[src/rtl/cwg_pkg.sv]
package cwg_pkg;

  typedef enum logic [1:0] {
    MODE_FREQ_FREE = 2'd0,
    MODE_FREQ_CC0  = 2'd1,
    MODE_PWM_FREE  = 2'd2,
    MODE_PWM_CC0   = 2'd3
  } cwg_mode_e;

  typedef enum logic [1:0] {
    SLOT_CMP0   = 2'd0,
    SLOT_CMP1   = 2'd1,
    SLOT_PERIOD = 2'd2,
    SLOT_NONE   = 2'd3
  } cwg_slot_e;

  localparam int NUM_CH   = 2;
  localparam int NUM_SLOT = 3;

  function automatic logic mode_is_pwm(input logic [1:0] m);
    return m[1];
  endfunction

  function automatic logic mode_top_cc0(input logic [1:0] m);
    return m[0];
  endfunction

endpackage

[src/rtl/cwg_shadow.sv]
module cwg_shadow #(
  parameter int W = 16,
  parameter logic [W-1:0] RST_VAL = '0
) (
  input  logic         clk,
  input  logic         rst_n,
  input  logic         buf_mode,
  input  logic         wr_hit,
  input  logic [W-1:0] wr_data,
  input  logic         commit,
  output logic [W-1:0] act,
  output logic         pend
);

  logic [W-1:0] shadow_q;

  always_ff @(posedge clk or negedge rst_n) begin
    if (!rst_n) begin
      act      <= RST_VAL;
      shadow_q <= '0;
      pend     <= 1'b0;
    end else begin
      if (commit && pend) begin
        act  <= shadow_q;
        pend <= 1'b0;
      end
      if (wr_hit) begin
        if (buf_mode) begin
          shadow_q <= wr_data;
          pend     <= 1'b1;
        end else begin
          act <= wr_data;
        end
      end
    end
  end

endmodule

[src/rtl/cwg_channel.sv]
module cwg_channel #(
  parameter int W = 16
) (
  input  logic         clk,
  input  logic         rst_n,
  input  logic [W-1:0] count,
  input  logic [W-1:0] cmp,
  input  logic         pwm,
  input  logic         down,
  input  logic         flag_clr,
  input  logic         evt_en,
  output logic         hit,
  output logic         level_q,
  output logic         flag,
  output logic         evt
);

  function automatic logic pwm_level(input logic [W-1:0] c,
                                     input logic [W-1:0] t,
                                     input logic d);
    return d ? (c <= t) : (c < t);
  endfunction

  assign hit = (count == cmp);

  always_ff @(posedge clk or negedge rst_n) begin
    if (!rst_n) begin
      level_q <= 1'b0;
      flag    <= 1'b0;
      evt     <= 1'b0;
    end else begin
      if (pwm)      level_q <= pwm_level(count, cmp, down);
      else if (hit) level_q <= ~level_q;
      flag <= hit | (flag & ~flag_clr);
      evt  <= hit & evt_en;
    end
  end

endmodule

[src/rtl/cmp_wavegen.sv]
module cmp_wavegen #(
  parameter int CNT_W      = 16,
  parameter bit PERIOD_TOP = (CNT_W == 8)
) (
  input  logic             clk,
  input  logic             rst_n,
  input  logic [CNT_W-1:0] count,
  input  logic             count_down,
  input  logic [1:0]       mode,
  input  logic [1:0]       out_inv,
  input  logic             wr_en,
  input  logic [1:0]       wr_sel,
  input  logic [CNT_W-1:0] wr_data,
  input  logic             buf_mode,
  input  logic             upd_lock,
  input  logic             upd_cmd,
  input  logic [1:0]       flag_clr,
  input  logic [1:0]       evt_en,
  input  logic             ovf_evt_en,
  output logic [1:0]       wave,
  output logic [CNT_W-1:0] top,
  output logic             clr_req,
  output logic [1:0]       match_flag,
  output logic [1:0]       match_evt,
  output logic             ovf_evt,
  output logic [2:0]       pend
);
  import cwg_pkg::*;

  localparam logic [CNT_W-1:0] CNT_MAX = {CNT_W{1'b1}};

  function automatic logic [CNT_W-1:0] pick_top(input logic [1:0] m,
                                                input logic [CNT_W-1:0] c0,
                                                input logic [CNT_W-1:0] p);
    if (PERIOD_TOP)          return p;
    else if (mode_top_cc0(m)) return c0;
    else                      return CNT_MAX;
  endfunction

  logic [CNT_W-1:0] act_val [NUM_SLOT];
  logic [NUM_SLOT-1:0] wr_hit;
  logic             wrap;
  logic             commit_go;
  logic [NUM_CH-1:0] hit;
  logic [NUM_CH-1:0] wave_int;

  assign top       = pick_top(mode, act_val[SLOT_CMP0], act_val[SLOT_PERIOD]);
  assign wrap      = count_down ? (count == '0) : (count == top);
  assign clr_req   = wrap;
  assign commit_go = (wrap | upd_cmd) & ~upd_lock;

  for (genvar s = 0; s < NUM_SLOT; s++) begin : g_slot
    localparam logic [CNT_W-1:0] RV = (s == SLOT_PERIOD) ? CNT_MAX : '0;
    assign wr_hit[s] = wr_en && (wr_sel == s[1:0]);
    cwg_shadow #(.W(CNT_W), .RST_VAL(RV)) u_shadow (
      .clk      (clk),
      .rst_n    (rst_n),
      .buf_mode (buf_mode),
      .wr_hit   (wr_hit[s]),
      .wr_data  (wr_data),
      .commit   (commit_go),
      .act      (act_val[s]),
      .pend     (pend[s])
    );
  end

  for (genvar i = 0; i < NUM_CH; i++) begin : g_ch
    cwg_channel #(.W(CNT_W)) u_ch (
      .clk      (clk),
      .rst_n    (rst_n),
      .count    (count),
      .cmp      (act_val[i]),
      .pwm      (mode_is_pwm(mode)),
      .down     (count_down),
      .flag_clr (flag_clr[i]),
      .evt_en   (evt_en[i]),
      .hit      (hit[i]),
      .level_q  (wave_int[i]),
      .flag     (match_flag[i]),
      .evt      (match_evt[i])
    );
  end

  assign wave = wave_int ^ out_inv;

  always_ff @(posedge clk or negedge rst_n) begin
    if (!rst_n) ovf_evt <= 1'b0;
    else        ovf_evt <= wrap & ovf_evt_en;
  end

endmodule

[config.mk]
export PLATFORM = sky130hd
export DESIGN_NAME = cmp_wavegen
export DESIGN_NICKNAME = d
export VERILOG_FILES = /design/src/rtl/cwg_pkg.sv /design/src/rtl/cwg_shadow.sv /design/src/rtl/cwg_channel.sv /design/src/rtl/cmp_wavegen.sv
export SDC_FILE = /design/constraint.sdc
export NUM_CORES = 1
export LEC_CHECK = 0
export ABC_AREA = 1
export BUFFER_PORTS_ARGS = -buffer_cell sky130_fd_sc_hd__buf_2
export CORE_ASPECT_RATIO = 0.9
export CORE_MARGIN = 2
export CORE_UTILIZATION = 55
export DETAILED_ROUTE_END_ITERATION = 10
export GPL_ROUTABILITY_DRIVEN = 0
export PLACE_DENSITY = 0.75
export SLEW_MARGIN = 10
export SYNTH_ARGS = -nofsm -noshare
export SYNTH_HDL_FRONTEND = slang
export SYNTH_SLANG_ARGS = --single-unit
[constraint.sdc]
create_clock -name clk -period 2.6 [get_ports clk]
set_clock_uncertainty 0.2 [all_clocks]
set_input_delay 0.78 -clock clk [delete_from_list [all_inputs] [get_ports clk]]
set_output_delay 0.78 -clock clk [all_outputs]
set_load 0.005 [all_outputs]
==> metrics.txt, run 1 <==
die height about 93 um; Crit path top cell by count nand2_2; Tmin final slightly below 3 ns; Starting Density 56.5%; Mapped Nets roughly 760; register area share after synthesis a little under two fifths; total wire length about 15000 um; Clock Tree Root clkbuf_8; nets approximately 890; mux contribution to synthesized area 0%; number of remaining DRC errors 0; Remaining Overflow, GRT 0; vias in the first global route around 4800; Slew Limit Fails 0; Die Width approximately 100 um; CP arrival 1.97 ns; Maximum Capacitance Violations 0; Final Util 72.6%; Slew HR about three fifths; CP Capture Type output pin; Worst path max stage delay ~0.26 ns; Worst Hold Class in -> async; crit path buf inv count 3; Power Dens Cells ~650 nW/um^2; initial antenna violation count 0; most common cell after layout, fill and taps aside nand2_1; final hold vios 0; Buffers on Ports 76; slowest CP cell nor3_2; number of H-tree levels 3; Max Buffers Root-to-Sink 2; Max VDD drop between 300 and 400 uV; largest family of logic cells by synthesized area simple AND/OR/NAND/NOR gates; Post-Route Setup TNS -0.730 ns; Final Power 4030 uW; core area approximately 8600 sq um; Crit path required time approximately 1.6 ns; FMAX approximately 0.34 GHz; Reg clk slew, reported paths around 0.08 ns; pre-CTS setup slack -0.534 ns; crit share post-route 113%; syn avg cell area around 7.2 sq um; cells after synthesis 677; Clock Sinks 74; post-synth cell types 32; Synth Area in Simple Gates between 30% and 40%; synthesis-to-finish area growth 28.4%; CP Cell Sequence buf_16 -> buf_6 -> nand2_2 -> nand2_2 -> nand3_2 -> nor3_2 -> nand4_1 -> o31ai_2 -> buf_2; GRT Resource Usage Total between 30% and 40%; failing checks negative setup slack; commonest cells after routing, fill and taps aside nand2_1 (188), inv_1 (111), buf_2 (75), dfrtp_1 (74), buf_4 (69); Synth Area in Compound Gates just under 8%; IO Pins 77; Num CTS Buffers 9; routed len/inst 15.7 um; Hold Buf Count CTS 0; CTS tree yes; antenna cells 0; yosys warns 0; Worst Setup Path Type in -> out; First DRT Iteration DRCs between 400 and 500; Post-Synth XOR/XNOR Area less than 1%; RSZ-0062 raised after global routing yes; Core Rows 32; Synth Area in Adders around 8.3%; drt via density between 5 and 6; first-pass detailed-route iteration total 5; Worst path top cell family by delay simple AND/OR/NAND/NOR gates; crit-path max FO 6; first-pass GRT wire length between 20000 and 25000 um; Slew @ Worst Pin between 0.6 and 0.7 ns; die area 9570 sq um; outcome finished, violations left; Routed Antenna Nets 0; setup slack after layout -0.350 ns; CP startpoint kind input port; DP HPWL 9940 um; routed via count between 5000 and 6000; pin count of the biggest net entering global routing 75; Final setup viols 17; post-synthesis cell area a little under 5000 sq um; clock latency on the worst-skew pair between 0.3 and 0.4 ns; Leak between 0.003 and 0.004 uW; synthesized flop and latch total 74; layout cells sized above 1 24.6%
[area by class of cell]
type,instances,area (sq um)
Inverter,114,428
Sequential cell,74,1850
Multi-Input combinational cell,455,2510
Timing Repair Buffer,152,1060
Tap cell,119,149
Clock buffer,9,124
Fill cell,671,2350
Clock inverter,6,90.1
[cell families after synthesis]
| group | count (synthesis) |
|---|---|
| fa+ha+maj | 32 |
| simple gates | 348 |
| flops | 74 |
| compound gates | 70 |
| buf+inv | 148 |
| xor+xnor | 5 |
[routing by layer]
metal  track usage, %  share of wire (%)
met3             7.40                9.3
met1             42.4                 42
met5                0                  0
met2             46.0                 44
met4             12.2                4.0
[worst reg2reg max path, delay by kind of cell (launching register included)]
| family | cells | cell delay [ns] |
|---|---|---|
| AND/OR/NAND/NOR | 12 | 1.51 |
| flip-flops | 1 | 0.36 |
| buffers and inverters | 2 | 0.29 |
[worst paths after layout]
check | start | to | slack [ns] | cells past startpoint
max in group asynchronous | rst_n | g_slot[0].u_shadow.act[11]$_DFF_PN0_ | 1.63 | 2
min | rst_n | g_slot[1].u_shadow.act[3]$_DFF_PN0_ | 0.25 | 2
min reg2reg | g_slot[1].u_shadow.shadow_q[11]$_DFFE_PN0P_ | g_slot[1].u_shadow.shadow_q[11]$_DFFE_PN0P_ | 0.29 | 2
max | mode[0] | clr_req | -0.35 | 9
min in group clk | g_slot[1].u_shadow.shadow_q[11]$_DFFE_PN0P_ | g_slot[1].u_shadow.shadow_q[11]$_DFFE_PN0P_ | 0.29 | 2
max reg2reg | g_slot[0].u_shadow.act[8]$_DFF_PN0_ | g_slot[1].u_shadow.act[14]$_DFF_PN0_ | 0.17 | 14
[stage by stage]
step	hold WS [ns]	cells	area, sq um
floorplan	0.253	677	4860
global placement	0.266	905	5730
detailed placement	0.275	905	5730
CTS	0.273	924	6120
global route	0.281	929	6220
finish	0.250	929	6220
[flip-flops by register name, summed over array words and instances (netlist names)]
signal / count
g_slot.u_shadow.act: 32
g_slot.u_shadow.shadow_q: 32
g_slot.u_shadow.pend: 3
g_ch.u_ch.evt: 2
g_ch.u_ch.flag: 2
g_ch.u_ch.level_q: 2
ovf_evt: 1
[cells in the mapped netlist, drive strengths merged]
cell type    n  share of area, %
inv        113               8.8
nand3b       1              0.16
nor2        37               2.9
nand4       40               5.2
xnor2        2              0.36
o31ai        1              0.16
a21oi       20               2.1
o21a         3              0.47
xor2         3              0.54
nor3         3              0.31
and2         2              0.26
nor4         3              0.39
nand2      199                15
dfrtp       74                38
o22ai        1              0.13
o21bai       1              0.16
o21ai       39               4.0
o221ai       1              0.18
clkinv       1             0.077
nor3b        2              0.31
clkbuf      16               1.2
o211ai       1              0.16
a31o         1              0.18
a211oi       1              0.16
nand3       61               7.1
buf         18               2.7
a31oi        1              0.13
ha          32               8.3
[what timing repair did]
action,in CTS,in global routing
endpoints found under the setup margin,4,1
cloned,2,0
buffers inserted,2,5
resized for setup,28,14
pin swaps,7,8
[power by group]
group / total (uW) / switching [uW] / internal (uW)
registers: 1500 / 102 / 1400
logic: 1550 / 916 / 634
clock network: 979 / 440 / 538
total: 4030 / 1460 / 2570
(Power assumes the default switching activity.)
==> inputs of run 2 (changes only) <==
Settings changed: ABC_CLOCK_PERIOD_IN_PS from default to 2600, CORE_UTILIZATION 55 to 45, CTS_BUF_LIST from default to sky130_fd_sc_hd__clkbuf_8, PLACE_DENSITY 0.75 to 0.63.
==> run 2 against run 1 <==
Effect of this change:
- maximum frequency up 5.1%
- critical path depth down 2
- worst setup slack better by 0.14 ns
- critical endpoint unchanged
- largest cell class unchanged
- die area up 21%
- clock power down 8.0%
- sequential share of layout area about the same
- clock-buffer cell count unchanged
- the run still ends with negative setup slack left
- flip-flop and latch count unchanged
- global-route usage down 6.2 points
- sequential power about the same
==> metrics.txt, run 2 (same netlist as run 1, synthesis figures left out) <==
setup slack after layout -0.206 ns (+0.144 ns); pin count of the biggest net entering global routing 35 (-53%); CTS tree yes; total wire length 13800 um (-5.9%); Worst Hold Class in -> async; NetSw 1430 uW (-1.6%); largest registers g_slot.u_shadow.act: 32 flops, g_slot.u_shadow.shadow_q: 32 flops, g_slot.u_shadow.pend: 3 flops; Buffers on Ports 76 (unchanged); Placed Cells 919 (+1.5%); Final Util 59.8% (-13 points); number of remaining DRC errors 0 (unchanged); layout cells sized above 1 24.2% (-0.34 points); die height 102 um (+10%); commonest cells after routing, fill and taps aside nand2_1 (192), inv_1 (111), dfrtp_1 (74), buf_2 (73), buf_4 (71); initial antenna violation count 0 (unchanged); Max VDD drop 300 uV (-22%); GRT Resource Usage Total 24.3% (-6.2 points); first-pass detailed-route iteration total 7 (+2); crit path buf inv count 2 (-1); core area 10400 sq um (+21%); Die Width 113 um (+10%); synthesis-to-finish area growth 28.3%; Clock Power Share 23.0% (-1.3 points); CP startpoint kind input port; final hold vios 0 (unchanged); Clock Sinks 74 (unchanged); antenna cells 0 (unchanged); # fillers 916 (+37%); vias in the first global route 4602 (-3.8%); CP arrival 1.83 ns (-0.14 ns); number of H-tree levels 3 (unchanged); Max Buffers Root-to-Sink 2 (unchanged); Num CTS Buffers 9 (unchanged); routed via count 4859 (-4.9%); worst hold slack 0.0691 ns (-0.181 ns); switch share 36.7% (+0.49 points); Slew HR 56.5% (-2.5 points); drt via density 5.16 (-6.2%); RSZ-0062 raised after global routing yes; Hold Buf Count CTS 0 (unchanged); IO Pins 77 (unchanged); failing checks negative setup slack; Crit path required time 1.62 ns (about the same); Gate power share 38.6% (about the same); die area 11600 sq um (+21%); outcome finished, violations left; Remaining Overflow, GRT 0 (unchanged); Worst Setup Path Type in -> out; Clock Tree Root clkbuf_8; Core Rows 35 (+9.4%); Worst path top cell family by delay simple AND/OR/NAND/NOR gates; Reg clk slew, reported paths 0.09 ns (about the same); Finished Layout Cells 942 (+1.4%); Sequential Power Share 38.4% (+1.2 points); Routed Antenna Nets 0 (unchanged); slowest CP cell nor3b_2; Slew @ Worst Pin 0.651 ns (+0.0367 ns); first-pass GRT wire length 22300 um (-2.2%); Tmin final 2.81 ns (-0.144 ns); Slew Limit Fails 0 (unchanged); First DRT Iteration DRCs 516 (+23%); internal power 2480 uW (-3.7%); nets 890 (+0.23%); Starting Density 46.7% (-9.9 points); Worst path max stage delay 0.25 ns (about the same); Leak 0.00343 uW (-0.12%); FMAX 0.356 GHz (+5.1%); Power Dens Cells 630 nW/um^2 (-2.8%); routed len/inst 14.6 um (-7.2%); Final setup viols 1 (-16); CP Cell Sequence buf_12 -> nand2_1 -> xor2_2 -> nor3b_2 -> nand4_1 -> o31ai_2 -> buf_2; most common cell after layout, fill and taps aside nand2_1; CP Capture Type output pin; DP HPWL 10300 um (+3.9%); clock latency on the worst-skew pair 0.36 ns (+0.02 ns); crit share post-route 108% (-5.5 points); Maximum Capacitance Violations 0 (unchanged); crit-path max FO 8 (+2)
==> run 2: routing by layer <==
metal / track usage (%) / share of wire (%) / wire, um
met4: 7.32 / 1.9 / 257
met3: 4.63 / 5.9 / 810
met1: 35.1 / 49 / 6790
met2: 37.4 / 43 / 5910
met5: 0 / 0 / 0
==> run 2: final timing paths <==
kind                       cells after the start  slack [ns]                                     endpoint                                         from
setup reg to reg                              14        0.41          g_slot[0].u_shadow.act[1]$_DFF_PN0_         g_slot[0].u_shadow.act[13]$_DFF_PN0_
max in group asynchronous                      2        1.50          g_slot[0].u_shadow.act[8]$_DFF_PN0_                                        rst_n
hold reg to reg                                2        0.29  g_slot[1].u_shadow.shadow_q[10]$_DFFE_PN0P_  g_slot[1].u_shadow.shadow_q[10]$_DFFE_PN0P_
min in group clk                               2        0.29  g_slot[1].u_shadow.shadow_q[10]$_DFFE_PN0P_  g_slot[1].u_shadow.shadow_q[10]$_DFFE_PN0P_
setup / recovery                               7       -0.21                                      clr_req                                      mode[0]
hold / removal                                 1        0.07            g_slot[2].u_shadow.pend$_DFF_PN0_                                        rst_n
==> run 2: worst reg2reg max path: cells and delay by family, from the launching register on <==
| kind | cells | cell delay, ns |
|---|---|---|
| and+or+nand+nor | 11 | 1.06 |
| buffers and inverters | 3 | 0.48 |
| DFF | 1 | 0.36 |
==> run 2: through the flow <==
stage                     setup TNS [ns]  setup slack (ns)  total power [uW]  instance area (sq um)
final                             -0.206            -0.206              3910                   6210
after global routing              -0.334            -0.334              4210                   6210
after CTS                         -0.198            -0.198              3840                   6070
after detailed placement           -5.72            -0.476              2910                   5770
after global placement             -5.13            -0.457              2850                   5770
after floorplan                        0           0.00320              2360                   4860
==> run 2: timing repair <==
action	4_1_cts	5_1_grt
gates cloned	1	0
setup buffers	1	5
gates resized for setup	18	23
endpoints found under the setup margin	1	1
pin swaps	4	10
==> run 2: layout make-up <==
cell class | count | area, sq um | area share [%]
Inverter | 114 | 428 | 6.89
Clock inverter | 7 | 68.8 | 1.11
Timing Repair Buffer | 154 | 1060 | 17.1
Sequential cell | 74 | 1850 | 29.8
Multi-Input combinational cell | 455 | 2510 | 40.5
Tap cell | 129 | 161 | 2.60
Clock buffer | 9 | 124 | 1.99
==> run 2: power by group through the flow <==
stage / registers, uW / logic [uW] / clock network [uW]
after global routing: 1530 / 1720 / 965
final: 1500 / 1510 / 901
after floorplan: 1500 / 868 / 0
after global placement: 1510 / 1340 / 0
after CTS: 1500 / 1430 / 919
after detailed placement: 1520 / 1390 / 0
